## config.mk

```make
export PLATFORM = sky130hd
export DESIGN_NAME = bus_share_fifo
export DESIGN_NICKNAME = d
export VERILOG_FILES = /design/src/rtl/sfifo_pkg.sv /design/src/rtl/sfifo_store.sv /design/src/rtl/sfifo_irq.sv /design/src/rtl/sfifo_route.sv /design/src/rtl/bus_share_fifo.sv
export SDC_FILE = /design/constraint.sdc
export NUM_CORES = 1
export LEC_CHECK = 0
export BUFFER_PORTS_ARGS = -buffer_cell sky130_fd_sc_hd__buf_2
export CAP_MARGIN = 20
export CORE_MARGIN = 3
export CORE_UTILIZATION = 52
export CTS_CLUSTER_DIAMETER = 30
export CTS_CLUSTER_SIZE = 10
export DETAILED_ROUTE_END_ITERATION = 10
export PLACE_DENSITY = 0.79
export SLEW_MARGIN = 30
export SYNTH_ARGS = -nofsm -noshare
export SYNTH_HDL_FRONTEND = slang
export SYNTH_SLANG_ARGS = --single-unit
export TNS_END_PERCENT = 1
```

## constraint.sdc

```tcl
create_clock -name clk -period 3.2 [get_ports clk]
set_input_delay 0.32 -clock clk [delete_from_list [all_inputs] [get_ports clk]]
set_output_delay 0.32 -clock clk [all_outputs]
set_load 0.02 [all_outputs]
```

## src/rtl/sfifo_pkg.sv

```systemverilog
package sfifo_pkg;
    localparam int NUM_IRQ   = 5;
    localparam int IRQ_TRIG  = 0;
    localparam int IRQ_FULL  = 1;
    localparam int IRQ_EMPTY = 2;
    localparam int IRQ_OVF   = 3;
    localparam int IRQ_UDF   = 4;
    localparam int NUM_ENG   = 2;

    typedef enum logic {
        OWN_MASTER = 1'b0,
        OWN_SLAVE  = 1'b1
    } owner_e;
endpackage

```

## src/rtl/sfifo_store.sv

```systemverilog
module sfifo_store #(
    parameter int DATA_W = 8,
    parameter int DEPTH  = 8,
    localparam int PTR_W = (DEPTH > 1) ? $clog2(DEPTH) : 1,
    localparam int CNT_W = $clog2(DEPTH + 1)
) (
    input  logic              clk,
    input  logic              rst_n,
    input  logic              push,
    input  logic              pop,
    input  logic [DATA_W-1:0] wr_data,
    output logic [DATA_W-1:0] rd_data,
    output logic [CNT_W-1:0]  count_q,
    output logic [CNT_W-1:0]  count_d
);
    localparam logic [PTR_W-1:0] LAST_PTR = PTR_W'(DEPTH - 1);

    typedef struct packed {
        logic [DEPTH-1:0][DATA_W-1:0] mem;
        logic [PTR_W-1:0]             wr_ptr;
        logic [PTR_W-1:0]             rd_ptr;
        logic [CNT_W-1:0]             cnt;
    } store_t;

    store_t st_d, st_q;

    always_comb begin
        st_d = st_q;
        if (push) begin
            st_d.mem[st_q.wr_ptr] = wr_data;
            st_d.wr_ptr = (st_q.wr_ptr == LAST_PTR) ? '0 : st_q.wr_ptr + PTR_W'(1);
        end
        if (pop) begin
            st_d.rd_ptr = (st_q.rd_ptr == LAST_PTR) ? '0 : st_q.rd_ptr + PTR_W'(1);
        end
        case ({push, pop})
            2'b10:   st_d.cnt = st_q.cnt + CNT_W'(1);
            2'b01:   st_d.cnt = st_q.cnt - CNT_W'(1);
            default: st_d.cnt = st_q.cnt;
        endcase
    end

    always_ff @(posedge clk or negedge rst_n) begin
        if (!rst_n) st_q <= '0;
        else        st_q <= st_d;
    end

    assign rd_data = st_q.mem[st_q.rd_ptr];
    assign count_q = st_q.cnt;
    assign count_d = st_d.cnt;

    // a lone push raises the level by exactly one
    a_r2_push_counts: assert property (@(posedge clk) disable iff (!rst_n)
        (push && !pop) |=> (count_q == CNT_W'($past(count_q) + CNT_W'(1))));
    // a lone pop lowers the level by exactly one
    a_r2_pop_counts: assert property (@(posedge clk) disable iff (!rst_n)
        (pop && !push) |=> (count_q == CNT_W'($past(count_q) - CNT_W'(1))));
endmodule

```

## src/rtl/sfifo_irq.sv

```systemverilog
module sfifo_irq #(
    parameter int            N         = 5,
    parameter logic [N-1:0]  EDGE_MASK = '1
) (
    input  logic         clk,
    input  logic         rst_n,
    input  logic [N-1:0] cond,
    input  logic [N-1:0] clr,
    input  logic [N-1:0] mask,
    output logic [N-1:0] raw,
    output logic [N-1:0] masked
);
    typedef struct packed {
        logic [N-1:0] prev;
        logic [N-1:0] raw;
    } irq_t;

    irq_t ir_d, ir_q;
    logic [N-1:0] set_ev;

    for (genvar i = 0; i < N; i++) begin : g_bit
        if (EDGE_MASK[i]) begin : g_edge
            assign set_ev[i] = cond[i] & ~ir_q.prev[i];
        end else begin : g_level
            assign set_ev[i] = cond[i];
        end
    end

    always_comb begin
        ir_d      = ir_q;
        ir_d.prev = cond;
        ir_d.raw  = (ir_q.raw & ~clr) | set_ev;
    end

    always_ff @(posedge clk or negedge rst_n) begin
        if (!rst_n) begin
            ir_q.prev <= '1;
            ir_q.raw  <= '0;
        end else begin
            ir_q <= ir_d;
        end
    end

    assign raw    = ir_q.raw;
    assign masked = ir_q.raw & mask;

    for (genvar i = 0; i < N; i++) begin : g_chk
        // a clear with no live condition leaves the bit at zero
        a_r9_clear_takes: assert property (@(posedge clk) disable iff (!rst_n)
            (clr[i] && !cond[i]) |=> !raw[i]);
        // without a clear, a raw bit never drops by itself
        a_r9_sticky: assert property (@(posedge clk) disable iff (!rst_n)
            (raw[i] && !clr[i]) |=> raw[i]);
    end
endmodule

```

## src/rtl/sfifo_route.sv

```systemverilog
module sfifo_route #(
    parameter int NUM_ENG = 2,
    localparam int SEL_W  = (NUM_ENG > 1) ? $clog2(NUM_ENG) : 1
) (
    input  logic [SEL_W-1:0]   owner,
    input  logic               q_empty,
    input  logic               q_full,
    input  logic               q_irq,
    output logic [NUM_ENG-1:0] eng_empty,
    output logic [NUM_ENG-1:0] eng_full,
    output logic [NUM_ENG-1:0] eng_irq
);
    for (genvar e = 0; e < NUM_ENG; e++) begin : g_eng
        logic owned;
        assign owned        = (owner == SEL_W'(e));
        assign eng_empty[e] = owned ? q_empty : 1'b1;
        assign eng_full[e]  = owned & q_full;
        assign eng_irq[e]   = owned & q_irq;
    end
endmodule

```

## src/rtl/bus_share_fifo.sv

```systemverilog
module bus_share_fifo
    import sfifo_pkg::*;
#(
    parameter int DATA_W = 8,
    parameter int DEPTH  = 8,
    localparam int CNT_W = $clog2(DEPTH + 1)
) (
    input  logic                clk,
    input  logic                rst_n,
    input  logic                wr_en,
    input  logic [DATA_W-1:0]   wr_data,
    input  logic                rd_en,
    output logic [DATA_W-1:0]   rd_data,
    output logic [CNT_W-1:0]    fill_level,
    input  logic                cfg_tx,
    input  logic [CNT_W-1:0]    cfg_trig,
    input  logic                own_req,
    input  logic                own_sel,
    output logic                owner,
    input  logic [NUM_IRQ-1:0]  irq_mask,
    input  logic [NUM_IRQ-1:0]  irq_clr,
    output logic [NUM_IRQ-1:0]  irq_raw,
    output logic [NUM_IRQ-1:0]  irq_masked,
    output logic                irq_out,
    output logic [NUM_ENG-1:0]  eng_empty,
    output logic [NUM_ENG-1:0]  eng_full,
    output logic [NUM_ENG-1:0]  eng_irq
);
    localparam logic [CNT_W-1:0]   FULL_LVL  = CNT_W'(DEPTH);
    localparam logic [NUM_IRQ-1:0] EDGE_BITS = NUM_IRQ'((1 << IRQ_TRIG) | (1 << IRQ_FULL) | (1 << IRQ_EMPTY));

    typedef struct packed {
        owner_e own;
    } top_t;

    top_t tp_d, tp_q;

    logic [CNT_W-1:0]   cnt_q, cnt_d;
    logic               is_empty, is_full, push_ok, pop_ok;
    logic [NUM_IRQ-1:0] cond;

    assign is_empty = (cnt_q == '0);
    assign is_full  = (cnt_q == FULL_LVL);
    assign push_ok  = wr_en & ~is_full;
    assign pop_ok   = rd_en & ~is_empty;

    sfifo_store #(.DATA_W(DATA_W), .DEPTH(DEPTH)) u_store (
        .clk     (clk),
        .rst_n   (rst_n),
        .push    (push_ok),
        .pop     (pop_ok),
        .wr_data (wr_data),
        .rd_data (rd_data),
        .count_q (cnt_q),
        .count_d (cnt_d)
    );

    always_comb begin
        cond            = '0;
        cond[IRQ_TRIG]  = cfg_tx ? (cnt_d <= cfg_trig) : (cnt_d >= cfg_trig);
        cond[IRQ_FULL]  = (cnt_d == FULL_LVL);
        cond[IRQ_EMPTY] = (cnt_d == '0);
        cond[IRQ_OVF]   = wr_en & is_full;
        cond[IRQ_UDF]   = rd_en & is_empty;
    end

    sfifo_irq #(.N(NUM_IRQ), .EDGE_MASK(EDGE_BITS)) u_irq (
        .clk    (clk),
        .rst_n  (rst_n),
        .cond   (cond),
        .clr    (irq_clr),
        .mask   (irq_mask),
        .raw    (irq_raw),
        .masked (irq_masked)
    );

    assign irq_out = |irq_masked;

    always_comb begin
        tp_d = tp_q;
        if (own_req && is_empty) begin
            tp_d.own = owner_e'(own_sel);
        end
    end

    always_ff @(posedge clk or negedge rst_n) begin
        if (!rst_n) tp_q.own <= OWN_MASTER;
        else        tp_q     <= tp_d;
    end

    assign owner      = tp_q.own;
    assign fill_level = cnt_q;

    sfifo_route #(.NUM_ENG(NUM_ENG)) u_route (
        .owner     (owner),
        .q_empty   (is_empty),
        .q_full    (is_full),
        .q_irq     (irq_out),
        .eng_empty (eng_empty),
        .eng_full  (eng_full),
        .eng_irq   (eng_irq)
    );

    // the level never passes the depth
    a_r2_level_bound: assert property (@(posedge clk) disable iff (!rst_n)
        fill_level <= FULL_LVL);
    // a write into a full queue leaves the level and raises overflow
    a_r3_no_overflow: assert property (@(posedge clk) disable iff (!rst_n)
        (wr_en && fill_level == FULL_LVL) |=> (fill_level <= FULL_LVL) && irq_raw[IRQ_OVF]);
    // a lone read of an empty queue keeps it empty and raises underflow
    a_r4_no_underflow: assert property (@(posedge clk) disable iff (!rst_n)
        (rd_en && !wr_en && fill_level == '0) |=> (fill_level == '0) && irq_raw[IRQ_UDF]);
    // the last write into the queue raises the full bit
    a_r7_full_sets: assert property (@(posedge clk) disable iff (!rst_n)
        (wr_en && !rd_en && fill_level == FULL_LVL - CNT_W'(1)) |=> irq_raw[IRQ_FULL]);
    // the owner only moves out of an empty state
    a_r11_owner_moves_empty: assert property (@(posedge clk) disable iff (!rst_n)
        (owner != $past(owner)) |-> ($past(fill_level) == '0));
    // a request while holding data is ignored
    a_r11_busy_ignored: assert property (@(posedge clk) disable iff (!rst_n)
        (fill_level != '0) |=> $stable(owner));
    // a balanced write and read keep the level
    a_r12_pass_through: assert property (@(posedge clk) disable iff (!rst_n)
        (wr_en && rd_en && fill_level != '0 && fill_level != FULL_LVL) |=> $stable(fill_level));
    // at most one engine ever sees data
    a_r10_one_view: assert property (@(posedge clk) disable iff (!rst_n)
        $countones(~eng_empty) <= 1);
endmodule

```

==> results by group, run 1 <==
Synth
  – Cell count after synthesis: 307
  – Synth Register Bits: 83
  – Seq/Total Area, Yosys: 0.4970
  – Post-Syn Area: 0.004187 mm²
  – Yosys warns: 0
  – Post-Synth Adder-Cell Area: 0.02989
  – Synth unique cells: 48
  – Synth Net Count: 346
  – Synth Area in Simple Gates: 0.07950
  – Post-synth ARST share: 1.000
  – EDFF count, synth: 0
  – Post-Synth XOR/XNOR Area: 0.008368
  – Post-synthesis mux area share: 0.2956
  – Main combinational cell family by area after synthesis: multiplexers
  – Synth Flop Type: dfrtp_1
  – Syn avg cell area: 13.64 µm²
  – Compound-Gate Fraction of Synth Area: 0.03975

Pwr
  – Power per Cell Area: 1113 mW/mm²
  – Register share of total power: 0.370
  – VDD IR max: 0.5188 mV
  – P_int: 3392 µW
  – LEAKAGE: 0.002230 µW
  – Logic pwr share: 0.478
  – Clk pwr share: 0.151
  – Switching Fraction: 0.3650
  – P_sw: 1949 µW

Worst setup path
  – Worst path cell trace: nor3_4, nand2b_1, nand2_2, inv_1, ha_1, nor2_2, nand2_1, mux2_1, o311a_4, inv_2, ha_1, a21oi_2, o21ai_1, xnor2_1, o21ai_1, a22o_1
  – Arrival time at the worst endpoint: 3.28 ns
  – R2R Path Start: u_store.count_q[1]
  – Crit path launch type: flip-flop
  – Reg2reg path depth: 16
  – Max stage delay cell, worst path: dfrtp_1
  – Delay-heaviest family, CP: simple AND/OR/NAND/NOR gates
  – CP endpoint kind: flip-flop
  – Worst R2R End: u_irq.raw[0]
  – WP data required: 3.43 ns
  – WS Path Type: reg2reg
  – Internal reg-to-reg setup slack: 0.16 ns
  – Worst Path Buf+Inv: 2
  – CP max FO: 4
  – Largest stage delay, worst path: 0.41 ns

Global route
  – Global Route Usage Sum: 0.1908
  – Initial antenna violation count: 0
  – Largest net degree at the start of global routing: 84
  – Global-route wire length before repair: 13100 µm
  – Vias in the first global route: 2754
  – GRT overflow: 0

STA
  – Count of pins over their slew limit: 0
  – Worst Tran Pin Value: 0.8614 ns
  – Tmin final: 3.044 ns
  – Setup Viol. Count Final: 0
  – Minimum hold slack: -0.0005460 ns
  – Post-route clock period utilization: 0.9513
  – Final Hold Viols: 1
  – Final worst slack: 0.1557 ns
  – Worst slew margin: 0.4257
  – Max Clock Freq: 328.5 MHz
  – Clk_skew: 0.01202 ns

Finish
  – # nets final: 407
  – Area grow syn2layout: 14.64%
  – Diodes inserted: 0
  – Most common cell after layout, fill and taps aside: dfrtp_1
  – Fin area: 0.004800 mm²
  – Commonest non-fill, non-tap cells in the layout: 80 x dfrtp_1, 76 x mux2_2, 57 x buf_2
  – Share of layout cells above drive strength 1: 0.5349

Place
  – Hpwl dp: 5577 µm
  – Gpl congestion: 0.8342
  – Pre-CTS setup slack: 0.05070 ns
  – Area post-placement: 0.004533 mm²
  – Port-buffer cells: 58

Run status
  – Status: finished with violations
  – Failing checks: hold timing

Drt
  – First-pass DRT Iterations: 4
  – Vias per cell: 5.544
  – Total number of vias: 2628
  – DRT iter0 DRCs: 148
  – DRC: 0
  – Average wire per standard cell: 17.81 µm
  – DRT antenna net count: 0
  – Routed WL: 8442 µm

Clocking
  – Total CTS buffers: 9
  – CTS tree: yes
  – Clock Tree Buf Depth: 2
  – Clock sink total: 83
  – CTS hold repair buffers: 0
  – Clk_lat worst skew: 0.35 ns
  – Clk root buf: clkbuf_8
  – H-tree Lvls: 3
  – Clock transition at the registers of the reported paths: 0.08 ns

Min path
  – Hold/Removal Path Class: in2async

Floorplanning
  – Core Area: 0.007767 mm²
  – Die Y: 95.73 µm
  – Initial Utilization: 0.5390
  – I/O Pins: 59
  – Width of the die: 95.73 µm
  – Die Area: 0.009163 mm²
  – Row Count: 32

Flow run
  – MaxCap Viol Count: 0
-- power by group through the flow --
stage          Clock [µW]  Sequential (µW)  Combinational, µW
4_1_cts               832             1970               2510
3_5_place_dp            0             1990               2500
5_1_grt               867             2050               2780
6_report              809             1980               2550
2_1_floorplan           0             1780               2110
3_3_place_gp            0             1950               2400
-- worst max-delay path by stage --
stage                                   from           end  slack [ns]  cells past startpoint
final                     u_store.count_q[1]  u_irq.raw[0]        0.16                     16
after floorplan           u_store.count_q[0]  u_irq.raw[0]        0.05                     18
after global routing      u_store.count_q[1]  u_irq.raw[0]      -0.001                     16
after CTS                 u_store.count_q[2]  u_irq.raw[0]        0.03                     16
after global placement    u_store.count_q[2]  u_irq.raw[0]        0.23                     16
after detailed placement  u_store.count_q[2]  u_irq.raw[0]        0.05                     16
-- flip-flops by register name, indices dropped and copies added (netlist names) --
name,cells
u_store.st_q,70
u_irq.raw,5
u_store.count_q,4
u_irq.ir_q,3
owner,1
-- worst register-to-register path, cell delays in order, from the launching register on --
cell,delay (ns)
dfrtp_1,0.41
nor3_4,0.23
nand2b_1,0.14
nand2_2,0.12
inv_1,0.05
ha_1,0.32
nor2_2,0.14
nand2_1,0.07
mux2_1,0.31
o311a_4,0.15
inv_2,0.10
ha_1,0.26
a21oi_2,0.13
o21ai_1,0.09
xnor2_1,0.13
o21ai_1,0.10
a22o_1,0.20
-- cell families (layout without fill, tap and decap cells) --
logic type,after synthesis,after routing
simple gates,55,55
xor+xnor,4,4
compound gates,23,23
fa+ha+maj,10,10
buf+inv,38,103
flops,83,83
mux,94,94
-- layout make-up --
type	instances	area, µm²
Inverter	15	56.30
Clock inverter	6	90.09
Tap cell	102	127.6
Multi-Input combinational cell	186	1908
Sequential cell	83	2081
Timing Repair Buffer	73	412.9
Fill cell	601	2968
Clock buffer	9	123.9
-- routing by layer --
layer	share of wire	global-route usage
met1	0.41	0.2323
met2	0.50	0.3341
met3	0.070	0.04691
met4	0.016	0.05924
met5	0	0
-- through the flow --
stage	utilization	power, µW	TNS (ns)	cells
detailed placement	0.5836	4486	0	454
finish	0.6179	5341	0	474
CTS	0.6111	5317	0	469
floorplan	-	3887	0	307
global route	0.6179	5694	-0.001404	474
global placement	0.5831	4349	0	454
-- cells in the mapped netlist (3+ instances only) --
cell,instances,share of area
buf_2,3,0.0036
inv_1,13,0.012
and2_1,6,0.0090
dfrtp_1,80,0.48
o21ai_0,5,0.0060
ha_1,10,0.030
a21o_1,3,0.0054
buf_4,12,0.022
dfstp_2,3,0.019
nand2_1,18,0.016
a21oi_1,5,0.0060
buf_1,3,0.0027
mux2_2,76,0.20
nor3_1,3,0.0036
mux4_2,16,0.086
nor2_1,9,0.0081
clkbuf_1,3,0.0027
-- repair_timing --
item / in CTS / in global routing
setup endpoints to repair: 0 / 1
buffers inserted: 0 / 5
gates resized for setup: 0 / 8
hold endpoints to repair: 0 / 0
Note: power is estimated with default switching activity, not from simulation.
==> run 2: changes to the inputs <==
REMOVE_ABC_BUFFERS = 1   (was default)
==> run 2 against run 1 <==
Effect of this change: non-clock buffer count is 4 lower; the run now ends clean; hold slack gained 0.0061 ns; critical endpoint unchanged; maximum frequency rose by 0.46%.
==> results by group, run 2 (synthesis gave the netlist of run 1 again) <==
Clocking
  – Clk root buf: clkbuf_8
  – Total CTS buffers: 9 (unchanged)
  – H-tree Lvls: 3 (unchanged)
  – CTS tree: yes
  – Clock Tree Buf Depth: 2 (unchanged)
  – Clock transition at the registers of the reported paths: 0.09 ns (about the same)
  – CTS hold repair buffers: 0 (unchanged)
  – Clk_lat worst skew: 0.35 ns (about the same)
  – Clock sink total: 83 (unchanged)

Finish
  – Non-filler cells, final: 471 (-0.63%)
  – Biggest register: u_store.st_q
  – Most common cell after layout, fill and taps aside: dfrtp_1
  – Footprint of the multi-input gates: 0.001909 mm² (about the same)
  – Area grow syn2layout: 13.75%
  – FF/Latch Area: 0.002081 mm² (unchanged)
  – Diodes inserted: 0 (unchanged)
  – Commonest non-fill, non-tap cells in the layout: 80 x dfrtp_1, 76 x mux2_2, 57 x buf_2
  – Share of layout cells above drive strength 1: 0.5257 (-0.009201)
  – Fillers: 596 (-0.83%)
  – Max reg flops: 70 (unchanged)
  – # nets final: 403 (-0.98%)

Worst setup path
  – Crit path launch type: flip-flop
  – CP endpoint kind: flip-flop
  – Max stage delay cell, worst path: or4b_1
  – Worst Path Buf+Inv: 2 (unchanged)
  – Arrival time at the worst endpoint: 3.27 ns (about the same)
  – Largest stage delay, worst path: 0.49 ns (+0.08 ns)
  – WS Path Type: reg2reg
  – Crit-path most repeated cell: o21ai_0
  – Worst path cell trace: buf_4, or4b_1, o21ai_1, a22o_2, mux2i_1, o311a_4, inv_2, ha_1, nand3_1, o21ai_0, xnor2_1, o21ai_0, a22o_1
  – Critical path launch point: u_store.count_q[2]
  – Delay-heaviest family, CP: compound AO/OA/AOI/OAI gates
  – CP max FO: 10 (+6)
  – R2R Path Start: u_store.count_q[2]
  – WP data required: 3.44 ns (about the same)

Global route
  – Largest net degree at the start of global routing: 84 (unchanged)
  – Met3 Use GR: 0.03206 (-0.01486)
  – Vias in the first global route: 2682 (-2.6%)
  – Grt met2 use: 0.3104 (-0.02374)
  – GRT overflow: 0 (unchanged)
  – Initial antenna violation count: 0 (unchanged)
  – Global Route Usage Sum: 0.1930 (+0.002199)
  – Global routing's busiest layer: met2
  – Global-route wire length before repair: 13280 µm (+1.4%)
  – Met1 GRT Util: 0.2641 (+0.03175)

Place
  – Port-buffer cells: 58 (unchanged)
  – DP Cell Count: 454 (unchanged)
  – Hpwl dp: 5659 µm (+1.5%)
  – Gpl congestion: 0.8054 (-3.5%)
  – Pre-CTS setup slack: 0.1033 ns (+0.05261 ns)

STA
  – Final Hold Viols: 0 (-1)
  – Clk_skew: 0.007892 ns (-0.004123 ns)
  – Minimum hold slack: 0.005517 ns (+0.006063 ns)
  – Setup Viol. Count Final: 0 (unchanged)
  – Max Clock Freq: 330.0 MHz (+0.46%)
  – Final worst slack: 0.1696 ns (+0.01383 ns)
  – Post-route clock period utilization: 0.9470 (-0.004322)
  – Tmin final: 3.030 ns (-0.01383 ns)
  – Setup tns final: 0 ns (unchanged)
  – Worst slew margin: 0.4296 (+0.003861)
  – Worst Tran Pin Value: 0.8556 ns (-0.005792 ns)
  – Count of pins over their slew limit: 0 (unchanged)

Pwr
  – VDD IR max: 0.5017 mV (-3.3%)
  – Power per Cell Area: 1101 mW/mm² (-1.0%)
  – Logic pwr share: 0.477 (about the same)
  – Switching Fraction: 0.3709 (+0.005872)
  – Tot Pwr: 5245 µW (-1.8%)
  – Clk pwr share: 0.148 (-0.003)
  – Register share of total power: 0.374 (+0.004)
  – P_int: 3300 µW (-2.7%)
  – P_sw: 1945 µW (-0.22%)
  – LEAKAGE: 0.002205 µW (-1.1%)

Drt
  – DRT antenna net count: 0 (unchanged)
  – Average wire per standard cell: 17.53 µm (-1.6%)
  – Vias per cell: 5.577 (+0.60%)
  – Routed WL: 8257 µm (-2.2%)
  – First-pass DRT Iterations: 4 (unchanged)
  – DRC: 0 (unchanged)
  – DRT iter0 DRCs: 84 (-43%)
  – Total number of vias: 2627 (-0.038%)

Floorplanning
  – Die Y: 95.73 µm (unchanged)
  – Core Area: 0.007767 mm² (unchanged)
  – I/O Pins: 59 (unchanged)
  – Die Area: 0.009163 mm² (unchanged)
  – Initial Utilization: 0.5390 (unchanged)
  – Width of the die: 95.73 µm (unchanged)
  – Row Count: 32 (unchanged)

Flow run
  – MaxCap Viol Count: 0 (unchanged)

Min path
  – Hold/Removal Path Class: in2async

Run status
  – Status: finished, final reports clean
run 2: stage by stage:
step	instance area, µm²	util
floorplan	4034	-
global placement	4529	0.5831
detailed placement	4533	0.5836
CTS	4742	0.6105
global route	4762	0.6131
finish	4762	0.6131
run 2: layer usage:
metal	part of all wire	vias to the layer above
met2	0.50	54
li1	-	1222
met1	0.44	1341
met4	0.014	0
met5	0	-
met3	0.039	10
run 2: area by class of cell:
cell class	instances	area share
Sequential cell	83	0.4369
Clock inverter	6	0.01498
Clock buffer	10	0.02890
Inverter	15	0.01182
Timing Repair Buffer	69	0.07961
Multi-Input combinational cell	186	0.4009
Tap cell	102	0.02680
run 2: power groups by stage:
stage                     clock, µW  combinational, µW  sequential (µW)
after floorplan                   0               1710             2010
after global placement            0               2420             1940
after detailed placement          0               2500             1980
after CTS                       801               2520             1960
after global routing            841               2740             2030
final                           777               2500             1960
run 2: worst paths after layout:
check                                   end  slack, ns  cells after the start
hold / removal             u_store.st_q[17]      0.006                      1
max in group asynchronous  u_store.st_q[36]       2.69                      1
min in group clk               u_irq.raw[3]       0.15                      2
setup reg to reg               u_irq.raw[0]       0.17                     13
hold reg to reg            u_store.st_q[40]       0.51                      1
setup / recovery               u_irq.raw[0]       0.17                     13
run 2: worst register-to-register path, delay by kind of cell, from the launching register on:
family	cells	cell delay, ns
AO/OA/AOI/OAI	6	1.01
XOR/XNOR	1	0.13
adder cells (fa/ha/maj)	1	0.30
buffers and inverters	2	0.24
flip-flops	1	0.42
multiplexers	1	0.25
AND/OR/NAND/NOR	2	0.58
run 2: repair_timing:
action	in CTS	in global routing
setup buffers	0	1
setup endpoints to repair	0	1
gates resized for setup	0	4
==> run 3: changes to the inputs <==
CORE_UTILIZATION = 62   (was 52)
PLACE_DENSITY = default   (was 0.79)
PLACE_DENSITY_LB_ADDON = 0.15   (was default)
clock period = 3.9 ns   (was 3.2 ns; I/O delays follow)
==> run 3 against run 2 <==
Effect of this change: core utilization up 10 points; flip-flop and latch count unchanged; non-clock buffer count shrank 9; routed wire length fell by 2.2%; setup slack better by 0.26 ns; final cell count shrank 7.2%; register-to-register slack improved by 0.26 ns; via count fell by 4.1%; sequential share of layout area is 1.3 points higher; critical path depth grew 2.
==> results by group, run 3 (synthesis gave the netlist of run 1 again) <==
Run status
  – Status: finished, final reports clean

Worst setup path
  – CP max FO: 11 (+1)
  – Largest stage delay, worst path: 0.60 ns (+0.11 ns)
  – Arrival time at the worst endpoint: 3.71 ns (+0.44 ns)
  – Delay-heaviest family, CP: compound AO/OA/AOI/OAI gates
  – WS Path Type: reg2reg
  – Internal reg-to-reg setup slack: 0.43 ns (+0.26 ns)
  – Crit path launch type: flip-flop
  – Worst Path Buf+Inv: 2 (unchanged)
  – Reg2reg path depth: 15 (+2)
  – CP endpoint kind: flip-flop
  – Worst path cell trace: nor3_4, a21oi_2, inv_2, ha_1, nor2_1, nand2_1, mux2_1, o311a_4, inv_2, ha_1, a21oi_1, o21ai_0, xnor2_1, o21ai_0, a22o_1
  – Max stage delay cell, worst path: dfrtp_1
  – WP data required: 4.14 ns (+0.70 ns)
  – Worst R2R End: u_irq.raw[0]
  – R2R Path Start: u_store.count_q[1]

Global route
  – Vias in the first global route: 2565 (-4.4%)
  – GRT overflow: 0 (unchanged)
  – Largest net degree at the start of global routing: 84 (unchanged)
  – Global-route wire length before repair: 13140 µm (-1.0%)
  – Global Route Usage Sum: 0.2279 (+0.03495)
  – Initial antenna violation count: 0 (unchanged)

Finish
  – Biggest register: u_store.st_q
  – Share of layout cells above drive strength 1: 0.5056 (-0.02019)
  – # nets final: 394 (-2.2%)
  – Footprint of the multi-input gates: 0.001897 mm² (-0.66%)
  – Most common cell after layout, fill and taps aside: dfrtp_1
  – FF/Latch Area: 0.002081 mm² (unchanged)
  – Max reg flops: 70 (unchanged)
  – Fillers: 443 (-26%)
  – Diodes inserted: 0 (unchanged)
  – Non-filler cells, final: 437 (-7.2%)
  – Commonest non-fill, non-tap cells in the layout: 80 x dfrtp_1, 76 x mux2_2, 57 x buf_2
  – Area grow syn2layout: 10.34%

Clocking
  – Clock sink total: 83 (unchanged)
  – CTS hold repair buffers: 0 (unchanged)
  – Total CTS buffers: 9 (unchanged)
  – Clock Tree Buf Depth: 2 (unchanged)
  – Cts repair resizes: 0 (unchanged)
  – CTS tree: yes
  – Clk_lat worst skew: 0.35 ns (about the same)
  – Clk root buf: clkbuf_8
  – Clock transition at the registers of the reported paths: 0.09 ns (about the same)
  – H-tree Lvls: 3 (unchanged)
  – Post-CTS Setup Inserts: 0 (unchanged)

STA
  – Tmin final: 3.469 ns (+0.4382 ns)
  – Unrepaired setup endpoints after global routing: no
  – Setup Viol. Count Final: 0 (unchanged)
  – Minimum hold slack: 0.07805 ns (+0.07254 ns)
  – Setup tns final: 0 ns (unchanged)
  – Clk_skew: 0.009018 ns (+0.001126 ns)
  – Max Clock Freq: 288.3 MHz (-13%)
  – Post-route clock period utilization: 0.8894 (-0.05761)
  – Count of pins over their slew limit: 0 (unchanged)
  – Final Hold Viols: 0 (unchanged)
  – Worst slew margin: 0.4318 (+0.002234)
  – Worst Tran Pin Value: 0.8522 ns (-0.003350 ns)

Floorplanning
  – Width of the die: 88.18 µm (-7.9%)
  – Die Y: 88.18 µm (-7.9%)
  – Die Area: 0.007775 mm² (-15%)
  – Initial Utilization: 0.6482 (+0.1092)
  – I/O Pins: 59 (unchanged)
  – Row Count: 29 (-9.4%)
  – Core Area: 0.006459 mm² (-17%)

Drt
  – Vias per cell: 5.767 (+3.4%)
  – Routed WL: 8072 µm (-2.2%)
  – Average wire per standard cell: 18.47 µm (+5.4%)
  – First-pass DRT Iterations: 4 (unchanged)
  – DRT iter0 DRCs: 100 (+19%)
  – DRC: 0 (unchanged)
  – Total number of vias: 2520 (-4.1%)
  – DRT antenna net count: 0 (unchanged)

Pwr
  – LEAKAGE: 0.002137 µW (-3.1%)
  – VDD IR max: 0.6054 mV (+21%)
  – Power per Cell Area: 897.9 mW/mm² (-18%)
  – Tot Pwr: 4148 µW (-21%)

Flow run
  – MaxCap Viol Count: 0 (unchanged)

Place
  – Port-buffer cells: 58 (unchanged)
  – DP Cell Count: 421 (-7.3%)
  – Hpwl dp: 5382 µm (-4.9%)
  – Gpl congestion: 0.8237 (+2.3%)

Min path
  – Hold/Removal Path Class: in2async
run 3: how the worst max path moves through the flow:
stage	slack [ns]	to	start	depth (start not counted)
2_1_floorplan	0.69	u_irq.raw[0]	u_store.count_q[2]	15
3_3_place_gp	0.59	u_irq.raw[0]	u_store.count_q[1]	15
3_5_place_dp	0.47	u_irq.raw[0]	u_store.count_q[1]	15
4_1_cts	0.45	u_irq.raw[0]	u_store.count_q[1]	15
5_1_grt	0.16	u_irq.raw[0]	u_store.count_q[1]	15
6_report	0.43	u_irq.raw[0]	u_store.count_q[1]	15
run 3: power breakdown:
group	switching, µW	internal [µW]	leakage [µW]	total, µW
logic	847	1040	0.00105	1890
registers	400	1300	0.00101	1690
clock network	326	238	0.0000771	564
total	1570	2580	0.00214	4150
run 3: routing by layer:
metal | global-route usage | routed length (µm) | vias up
met1 | 0.3367 | 3833 | 1265
met3 | 0.03293 | 277 | 13
met5 | 0 | 0 | -
met2 | 0.3508 | 3828 | 40
li1 | - | - | 1202
met4 | 0.07555 | 132 | 0
run 3: cell type report:
class | instances | area share
Clock buffer | 10 | 0.02763
Clock inverter | 6 | 0.01083
Inverter | 15 | 0.01219
Multi-Input combinational cell | 186 | 0.4106
Sequential cell | 83 | 0.4504
Tap cell | 77 | 0.02086
Timing Repair Buffer | 60 | 0.06744
run 3: through the flow:
stage / cell area (µm²) / worst slack [ns] / util
floorplan: 4034 / 0.6862 / -
global placement: 4438 / 0.5853 / 0.6871
detailed placement: 4442 / 0.4724 / 0.6877
CTS: 4619 / 0.4471 / 0.7152
global route: 4619 / 0.1607 / 0.7152
finish: 4619 / 0.4313 / 0.7152
run 3: worst register-to-register path: cells and delay by family, from the launching register on:
family,cells,cell delay (ns)
simple gates,3,0.34
fa+ha+maj,2,0.69
mux,1,0.31
xor+xnor,1,0.13
compound gates,6,1.05
flops,1,0.60
buf+inv,2,0.25
